<file path="src/rtl/gpio_irq_pkg.sv">
package gpio_irq_pkg;
  localparam int MODE_W = 3;

  typedef enum logic [MODE_W-1:0] {
    TRIG_OFF   = 3'd0,
    TRIG_HIGH  = 3'd1,
    TRIG_LOW   = 3'd2,
    TRIG_FORCE = 3'd3,
    TRIG_RSVD  = 3'd4,
    TRIG_RISE  = 3'd5,
    TRIG_FALL  = 3'd6,
    TRIG_BOTH  = 3'd7
  } trig_mode_e;

  localparam logic [7:0] OFS_CFG  = 8'd12;
  localparam logic [7:0] OFS_MASK = 8'd16;
  localparam logic [7:0] OFS_ACK  = 8'd20;
  localparam logic [7:0] OFS_RAW  = 8'd24;
  localparam logic [7:0] OFS_MSKD = 8'd28;
endpackage

</file>
<file path="src/rtl/gpio_irq_sync.sv">
module gpio_irq_sync #(
  parameter int W      = 8,
  parameter int STAGES = 2
) (
  input  logic         clk_i,
  input  logic         rst_ni,
  input  logic [W-1:0] d_i,
  output logic [W-1:0] q_o
);
  logic [W-1:0] stage_q [STAGES];

  always_ff @(posedge clk_i or negedge rst_ni) begin
    if (!rst_ni) begin
      for (int k = 0; k < STAGES; k++) stage_q[k] <= '0;
    end else begin
      stage_q[0] <= d_i;
      for (int k = 1; k < STAGES; k++) stage_q[k] <= stage_q[k-1];
    end
  end

  assign q_o = stage_q[STAGES-1];
endmodule

</file>
<file path="src/rtl/gpio_irq_cell.sv">
module gpio_irq_cell
  import gpio_irq_pkg::*;
(
  input  logic       clk_i,
  input  logic       rst_ni,
  input  logic       lvl_i,   // synchronised pin
  input  trig_mode_e mode_i,
  input  logic       ack_i,
  output logic       raw_o
);
  logic prev_q, raw_q, raw_d;
  logic rise, fall, hit, edge_mode;

  assign rise = lvl_i & ~prev_q;
  assign fall = ~lvl_i & prev_q;
  assign edge_mode = (mode_i == TRIG_RISE) || (mode_i == TRIG_FALL) || (mode_i == TRIG_BOTH);

  always_comb begin
    case (mode_i)
      TRIG_RISE: hit = rise;
      TRIG_FALL: hit = fall;
      TRIG_BOTH: hit = rise | fall;
      default:   hit = 1'b0;
    endcase
  end

  always_comb begin
    case (mode_i)
      TRIG_HIGH:  raw_d = lvl_i;
      TRIG_LOW:   raw_d = ~lvl_i;
      TRIG_FORCE: raw_d = 1'b1;
      TRIG_RISE, TRIG_FALL, TRIG_BOTH:
                  raw_d = hit | (raw_q & ~ack_i);  // new edge beats ack
      default:    raw_d = 1'b0;
    endcase
  end

  always_ff @(posedge clk_i or negedge rst_ni) begin
    if (!rst_ni) begin
      prev_q <= 1'b0;
      raw_q  <= 1'b0;
    end else begin
      prev_q <= lvl_i;
      raw_q  <= raw_d;
    end
  end

  assign raw_o = raw_q;

  assert_force_sets_R4: assert property (@(posedge clk_i) disable iff (!rst_ni)
    (mode_i == TRIG_FORCE) |=> raw_q);
  assert_off_clears_R4: assert property (@(posedge clk_i) disable iff (!rst_ni)
    (mode_i == TRIG_OFF || mode_i == TRIG_RSVD) |=> !raw_q);
  assert_edge_wins_R7: assert property (@(posedge clk_i) disable iff (!rst_ni)
    (edge_mode && hit) |=> raw_q);
  assert_ack_clears_R6: assert property (@(posedge clk_i) disable iff (!rst_ni)
    (edge_mode && ack_i && !hit) |=> !raw_q);
  assert_sticky_R5: assert property (@(posedge clk_i) disable iff (!rst_ni)
    (edge_mode && raw_q && !ack_i) |=> raw_q);
endmodule

</file>
<file path="src/rtl/gpio_irq_ctrl.sv">
module gpio_irq_ctrl
  import gpio_irq_pkg::*;
#(
  parameter int NPINS  = 8,
  parameter int ADDR_W = 8,
  parameter int DATA_W = 32,
  parameter int SYNC_STAGES = 2
) (
  input  logic              clk_i,
  input  logic              rst_ni,
  input  logic [NPINS-1:0]  pin_i,
  input  logic [ADDR_W-1:0] addr_i,
  input  logic              wr_en_i,
  input  logic [DATA_W-1:0] wdata_i,
  output logic [DATA_W-1:0] rdata_o,
  output logic              irq_o
);
  localparam int CFG_W = NPINS * MODE_W;

  logic [CFG_W-1:0]  cfg_q;
  logic [NPINS-1:0]  mask_q, ack_vec, lvl, raw_vec, masked;
  logic [DATA_W-1:0] rd_d, rdata_q;
  logic              irq_q;
  logic              sel_cfg, sel_mask, sel_ack;

  assign sel_cfg  = addr_i == ADDR_W'(OFS_CFG);
  assign sel_mask = addr_i == ADDR_W'(OFS_MASK);
  assign sel_ack  = addr_i == ADDR_W'(OFS_ACK);
  assign ack_vec  = (wr_en_i && sel_ack) ? wdata_i[NPINS-1:0] : '0;

  always_ff @(posedge clk_i or negedge rst_ni) begin
    if (!rst_ni) begin
      cfg_q  <= '0;
      mask_q <= '0;
    end else if (wr_en_i) begin
      if (sel_cfg)  cfg_q  <= wdata_i[CFG_W-1:0];
      if (sel_mask) mask_q <= wdata_i[NPINS-1:0];
    end
  end

  gpio_irq_sync #(.W(NPINS), .STAGES(SYNC_STAGES)) u_sync (
    .clk_i (clk_i),
    .rst_ni(rst_ni),
    .d_i   (pin_i),
    .q_o   (lvl)
  );

  for (genvar g = 0; g < NPINS; g++) begin : g_pin
    gpio_irq_cell u_cell (
      .clk_i (clk_i),
      .rst_ni(rst_ni),
      .lvl_i (lvl[g]),
      .mode_i(trig_mode_e'(cfg_q[g*MODE_W +: MODE_W])),
      .ack_i (ack_vec[g]),
      .raw_o (raw_vec[g])
    );
  end

  assign masked = raw_vec & mask_q;

  always_comb begin
    rd_d = '0;
    if (sel_cfg)                          rd_d = DATA_W'(cfg_q);
    else if (sel_mask)                    rd_d = DATA_W'(mask_q);
    else if (addr_i == ADDR_W'(OFS_RAW))  rd_d = DATA_W'(raw_vec);
    else if (addr_i == ADDR_W'(OFS_MSKD)) rd_d = DATA_W'(masked);
  end

  always_ff @(posedge clk_i or negedge rst_ni) begin
    if (!rst_ni) begin
      rdata_q <= '0;
      irq_q   <= 1'b0;
    end else begin
      rdata_q <= rd_d;
      irq_q   <= |masked;
    end
  end

  assign rdata_o = rdata_q;
  assign irq_o   = irq_q;

  assert_irq_cause_R9: assert property (@(posedge clk_i) disable iff (!rst_ni)
    $rose(irq_o) |-> $past(|(raw_vec & mask_q)));
  assert_mask_gates_R8: assert property (@(posedge clk_i) disable iff (!rst_ni)
    ($past(mask_q) == '0) |-> !irq_o);
  assert_ack_reads_zero_R10: assert property (@(posedge clk_i) disable iff (!rst_ni)
    sel_ack |=> (rdata_o == '0));
  assert_cfg_top_zero_R2: assert property (@(posedge clk_i) disable iff (!rst_ni)
    sel_cfg |=> (rdata_o[DATA_W-1:CFG_W] == '0));
endmodule

</file>
<file path="config.mk">
export PLATFORM = sky130hd
export DESIGN_NAME = gpio_irq_ctrl
export DESIGN_NICKNAME = d
export VERILOG_FILES = /design/src/rtl/gpio_irq_pkg.sv /design/src/rtl/gpio_irq_sync.sv /design/src/rtl/gpio_irq_cell.sv /design/src/rtl/gpio_irq_ctrl.sv
export SDC_FILE = /design/constraint.sdc
export NUM_CORES = 1
export LEC_CHECK = 0
export ABC_CLOCK_PERIOD_IN_PS = 1200
export CORE_MARGIN = 1
export CORE_UTILIZATION = 45
export DETAILED_ROUTE_END_ITERATION = 8
export PLACE_DENSITY = 0.72
export REMOVE_ABC_BUFFERS = 1
export SYNTH_ARGS = -nofsm -noshare
export SYNTH_HDL_FRONTEND = slang
export SYNTH_SLANG_ARGS = --single-unit
</file>
<file path="constraint.sdc">
create_clock -name clk_i -period 1.2 [get_ports clk_i]
set_input_delay 0.3 -clock clk_i [delete_from_list [all_inputs] [get_ports clk_i]]
set_output_delay 0.3 -clock clk_i [all_outputs]
set_load 0.1 [all_outputs]
</file>
==> impl_results.md, run 1 <==
- Row cnt: 33
- Avg WL per Cell: around 17 um
- DP HPWL: about 5.4 mm
- Area Overhead vs Synth: 44.8%
- Violated checks: setup timing
- DRT antenna net count: 0
- Synth Cell Area: approximately 3800 um2
- Comb power frac: 0.112
- Gr usage total: 0.208
- Outcome: complete, but fails checks
- Final period utilization: 1.10
- Max-slew violations: 0
- DR iter-0 viols: 132
- M2 GR Usage: 0.338
- Worst Path Max Fanout: 5
- Placed insts: 475
- Final Cell Area: 5550 um2
- Clk_skew: between 0.006 and 0.007 ns
- Worst Reg-to-Reg Cells: 5
- Final setup fails: 37
- Port bufs: 67
- Clock share of power: 0.344
- Top cells by area, synth: dfrtp_1, mux2_2, ha_1
- RSZ-0062 raised after global routing: yes
- Post-synthesis sequential area ratio: 0.581
- P_leak: ~2.6 nW
- I/O pin cnt: 84
- First-pass GRT wire length: approximately 14 mm
- Ant diodes: 0
- Final Hold Viols: 0
- CP endpoint kind: flip-flop
- Most common flop cell mapped by yosys: dfrtp_1
- Routability cong.: ~0.8
- Fmax: between 0.7 and 0.8 GHz
- Cell Area, Placed: 5040 um2
- Syn avg cell area: around 13 um2
- CTS Sinks: ~90
- Tmin final: 1.32 ns
- Sw Share: 0.259
- DIE WIDTH: 94.3 um
- Synth area leader: dfrtp_1
- Total congestion overflow: 0
- Via-to-Cell Ratio: around 5.5
- Finished Layout Cells: roughly 500
- Vias in the first global route: 2,849
- Cell Int Power: about 4.4 mW
- DRC violations left: 0
- CP required: 1.42 ns
- Final worst slack: -0.122 ns
- DR vias: about 2,700
- Cell variety after synth: 33
- H-tree levels: 3
- Pre-CTS setup slack: -0.843 ns
- Drt pass-1 iters: 5
- Yosys Warn Count: 0
- Starting Density: 0.467
- Worst-path clk slew: 0.08 ns
- TritonCTS clock tree: yes
- Mapped Cells: 290
- Largest net degree at the start of global routing: 31
- Type of the worst setup path: input pin to flip-flop
- Fraction of registers with async set/reset: 1.00
- Met1 Usage GRT: 0.271
- Yosys reg bits: 89
- Power density cells: between 1000 and 1500 nW/um2
- Hold/Removal Path Class: flip-flop to flip-flop
- CTS Root Cell: clkbuf_8
- Most frequent cell after synthesis: dfrtp_1
- CP Launch Type: input pin
- Total Power: about 5.9 mW
- Flop pwr share: 0.544
- Post-synth EDFFs: 0
- Final WL: around 8.6 mm
- Core Box Area: around 8000 um2
- Hold Crit Depth: 0
- GRT busiest layer: met2
- Die area: ~8900 um2
- Initial antenna violation count: 0
- Max-Cap Viols: 0
- Clk buf depth: 2
- Met3 GRT Util: 0.0485
- Arr. time, crit path: 1.54 ns
- Final #Nets: between 400 and 500
- Top cells by count, synth: dfrtp_1, mux2_2
- NetSw: 1.53 mW
- Share of the synthesized area in the top cell type: 0.581
- Final Core Density: 0.676
- Max VDD drop: approximately 670 uV
- CTS buffer count: 9
- Die Span Y: between 90 and 100 um
- Clk_lat worst skew: 0.35 ns
- Layout cell share with drive strength beyond 1: 0.369
[power by group through the flow]
stage / sequential (mW) / combinational [mW] / clock (mW)
after floorplan: 3.23 / 0.266 / 0
after global placement: 3.25 / 0.572 / 0
after detailed placement: 3.25 / 0.588 / 0
after CTS: 3.20 / 0.623 / 2.07
after global routing: 3.22 / 0.715 / 2.21
final: 3.20 / 0.661 / 2.03
[layer usage]
| metal | wire (um) | vias to the layer above |
|---|---|---|
| li1 | - | 1253 |
| met1 | 3520 | 1384 |
| met2 | 4420 | 100 |
| met3 | 536 | 8 |
| met4 | 106 | 0 |
| met5 | 0 | - |
[final timing paths]
| check | start | endpoint | slack, ns |
|---|---|---|---|
| max | addr_i[7] | g_pin[5].u_cell.raw_o | -0.12 |
| min | u_sync.stage_q[15] | u_sync.q_o[7] | 0.36 |
| min reg2reg | u_sync.stage_q[15] | u_sync.q_o[7] | 0.36 |
| min in group asynchronous | rst_ni | u_sync.stage_q[13] | 0.39 |
| max in group asynchronous | rst_ni | mask_q[2] | 0.32 |
| max reg2reg | g_pin[5].u_cell.prev_q | g_pin[5].u_cell.raw_o | 0 |
[registers in the layout, indices dropped and copies added (netlist names)]
name and flops:
cfg_q 24, g_pin.u_cell.prev_q 8, g_pin.u_cell.raw_o 8, irq_o 1, mask_q 8, rdata_o 24, u_sync.q_o 8, u_sync.stage_q 8
[placed cells by master, fill, tap and decap left out, drive strengths merged, types with 2 or more instances in the layout]
cell / instances
a221o: 8
a22oi: 4
a31oi: 8
and2: 16
buf: 69
clkbuf: 10
clkdlybuf4s50: 32
clkinvlp: 2
conb: 8
dfrtp: 89
ha: 16
inv: 18
mux2: 38
nand3: 16
nand4: 3
nor2: 3
nor2b: 8
nor3: 2
nor4b: 10
o21a: 2
o221ai: 8
o22ai: 7
o31ai: 8
[layout make-up]
cell class,count,area [um2]
clock buffer,9,124
clock inverter,6,67.6
sequential,89,2230
tap,105,131
fill,577,2660
inverter,16,60.1
timing repair buffer,104,1330
multi-input combinational,172,1610
[through the flow]
stage          hold WS (ns)  TNS [ns]
2_1_floorplan       0.00441    -15.34
3_3_place_gp          0.210    -42.36
3_5_place_dp          0.216    -44.11
4_1_cts               0.358     -2.65
5_1_grt               0.362     -3.08
6_report              0.358     -1.80
[what timing repair did]
item / in CTS / in global routing
hold buffers: 1 / 0
setup endpoints to repair: 89 / 71
resized for setup: 58 / 20
pin swaps: 21 / 18
hold endpoints to repair: 18 / 0
buffers inserted: 1 / 6
gates cloned: 3 / 1
[cells by family after synthesis]
kind of cell | after synthesis | synth area share
AO/OA/AOI/OAI | 46 | 0.0933
adder cells (fa/ha/maj) | 16 | 0.0522
buffers and inverters | 36 | 0.0499
flip-flops | 89 | 0.581
multiplexers | 38 | 0.112
other | 1 | 0.000978
AND/OR/NAND/NOR | 64 | 0.111
[critical path: stages]
cell and delay [ns]:
buf_6 0.09, or4b_4 0.57, buf_8 0.17, buf_4 0.14, o31ai_4 0.16, a31oi_1 0.11
No activity file was read; power rests on OpenSTA's default activity.
==> run 2, diff against run 1 <==
--- a/config.mk
+++ b/config.mk
@@ -5,7 +5,7 @@
 export SDC_FILE = /design/constraint.sdc
 export NUM_CORES = 1
 export LEC_CHECK = 0
-export ABC_CLOCK_PERIOD_IN_PS = 1200
+export ABC_CLOCK_PERIOD_IN_PS = 1650
 export CORE_MARGIN = 1
 export CORE_UTILIZATION = 45
 export DETAILED_ROUTE_END_ITERATION = 8
==> constraint.sdc (replaced) <==
create_clock -name clk_i -period 1.65 [get_ports clk_i]
set_input_delay 0.165 -clock clk_i [delete_from_list [all_inputs] [get_ports clk_i]]
set_output_delay 0.165 -clock clk_i [all_outputs]
set_load 0.1 [all_outputs]
==> run 2 against run 1 <==
Against the previous run: setup slack gained 0.20 ns; via count shrank 4.3%; clock power shrank 12%; critical path type unchanged; final cell count shrank 3.0%; count of clock-buffer cells in the layout grew 1; sequential share of layout area grew 2.6 points; critical path depth shrank 1; die area is the same; the flow now finishes without violations.
==> impl_results.md, run 2 (synthesized netlist as in run 1, its figures left out) <==
- Worst Path Max Fanout: 9
- Port bufs: 67
- CTS buffer count: 9
- Clk buf depth: 2
- DR iter-0 viols: 150
- Gr usage total: 0.201
- Die Span Y: 94.3 um
- Clk_lat worst skew: about 0.35 ns
- Max-Cap Viols: 0
- Cell Area, Placed: about 5000 um2
- Total congestion overflow: 0
- Sw Share: 0.237
- Row cnt: 33
- Ant diodes: 0
- Max-slew violations: 0
- Final Core Density: 0.635
- Avg WL per Cell: around 16 um
- Commonest non-fill, non-tap cell in the layout: dfrtp_1
- Flop pwr share: 0.513
- Area Overhead vs Synth: 36.1%
- Layout cell share with drive strength beyond 1: 0.276
- NetSw: 1.07 mW
- Flop2flop setup slack: slightly above 0.4 ns
- CP Launch Type: input pin
- Max VDD drop: ~610 uV
- CTS Sinks: a little under 90
- Clock share of power: 0.395
- H-tree levels: 3
- Type of the worst setup path: input pin to flip-flop
- RSZ-0062 raised after global routing: no
- First-pass GRT wire length: about 13 mm
- DIE WIDTH: approximately 94 um
- Total Power: between 4 and 5 mW
- Power density cells: approximately 870 nW/um2
- Cell Int Power: roughly 3.5 mW
- Die area: roughly 8900 um2
- Clk_skew: 0.00600 ns
- Final WL: around 7.9 mm
- DRT antenna net count: 0
- Final Cell Area: ~5200 um2
- I/O pin cnt: 84
- Via-to-Cell Ratio: between 5 and 6
- TritonCTS clock tree: yes
- Largest net degree at the start of global routing: 42
- Initial antenna violation count: 0
- DRC violations left: 0
- Final #Nets: ~440
- Outcome: finished, final reports clean
- Placed insts: 469
- CTS Root Cell: clkbuf_8
- Final setup fails: 0
- Most frequent cells in the layout: dfrtp_1, clkdlybuf4s50_1, mux2_2, buf_12, buf_4
- Finished Layout Cells: 486
- Routability cong.: about 0.77
- Final Hold Viols: 0
- Starting Density: 0.467
- Arr. time, crit path: ~1.8 ns
- DR vias: 2,628
- P_leak: 2.44 nW
- Worst-path clk slew: ~0.090 ns
- Final period utilization: 0.955
- CP endpoint kind: flip-flop
- Total Neg Setup Slack: 0 ns
- Core Box Area: approximately 8200 um2
- Tmin final: 1.58 ns
- CP required: 1.88 ns
- Comb power frac: 0.092
- Hold/Removal Path Class: input pin to async pin
- Vias in the first global route: between 2,000 and 3,000
- Fmax: roughly 0.63 GHz
- Drt pass-1 iters: 4
- DP HPWL: ~5.6 mm
## run 2: area by class of cell
cell class	count	area, um2
sequential	89	2230
inverter	16	60.1
clock inverter	6	115
fill	618	3000
multi-input combinational	172	1450
clock buffer	10	128
timing repair buffer	88	1100
tap	105	131
## run 2: metal layers
layer / global-route usage / share of wire / wire [um]
met4: 0.0718 / 0.014 / 108
met3: 0.0494 / 0.057 / 453
met5: 0 / 0 / 0
met1: 0.251 / 0.43 / 3390
met2: 0.338 / 0.50 / 3970
## run 2: what timing repair did
item                                   CTS  global route
endpoints found under the hold margin   21             0
hold buffers                             1             0
setup buffers                            0             0
gates resized for setup                  0             2
setup endpoints to repair                0             2
## run 2: power by group through the flow
| stage | combinational [mW] | sequential [mW] | clock [mW] |
|---|---|---|---|
| after CTS | 0.422 | 2.33 | 1.83 |
| final | 0.419 | 2.33 | 1.79 |
| after global placement | 0.402 | 2.36 | 0 |
| after global routing | 0.458 | 2.34 | 1.91 |
| after floorplan | 0.193 | 2.35 | 0 |
| after detailed placement | 0.416 | 2.37 | 0 |
## run 2: critical path, stage by stage
cell             delay, ns
clkdlybuf4s50_1       0.47
or4b_1                0.56
buf_4                 0.21
o31ai_1               0.27
a31oi_1               0.13
## run 2: through the flow
step           hold slack [ns]  worst slack, ns
3_5_place_dp            0.0874           -0.293
6_report                 0.242           0.0742
2_1_floorplan           -0.131            0.187
3_3_place_gp            0.0846           -0.214
5_1_grt                  0.236          0.00394
4_1_cts                  0.229           0.0880
## run 2: path summary, 6_finish.rpt
kind	start	to	cells past startpoint
setup / recovery	addr_i[3]	g_pin[3].u_cell.raw_o	5
hold / removal	rst_ni	cfg_q[15]	2
setup reg to reg	u_sync.q_o[6]	g_pin[6].u_cell.raw_o	4
hold reg to reg	u_sync.stage_q[12]	u_sync.q_o[4]	0
max in group asynchronous	rst_ni	u_sync.q_o[7]	3
min in group clk_i	pin_i[6]	u_sync.stage_q[14]	1
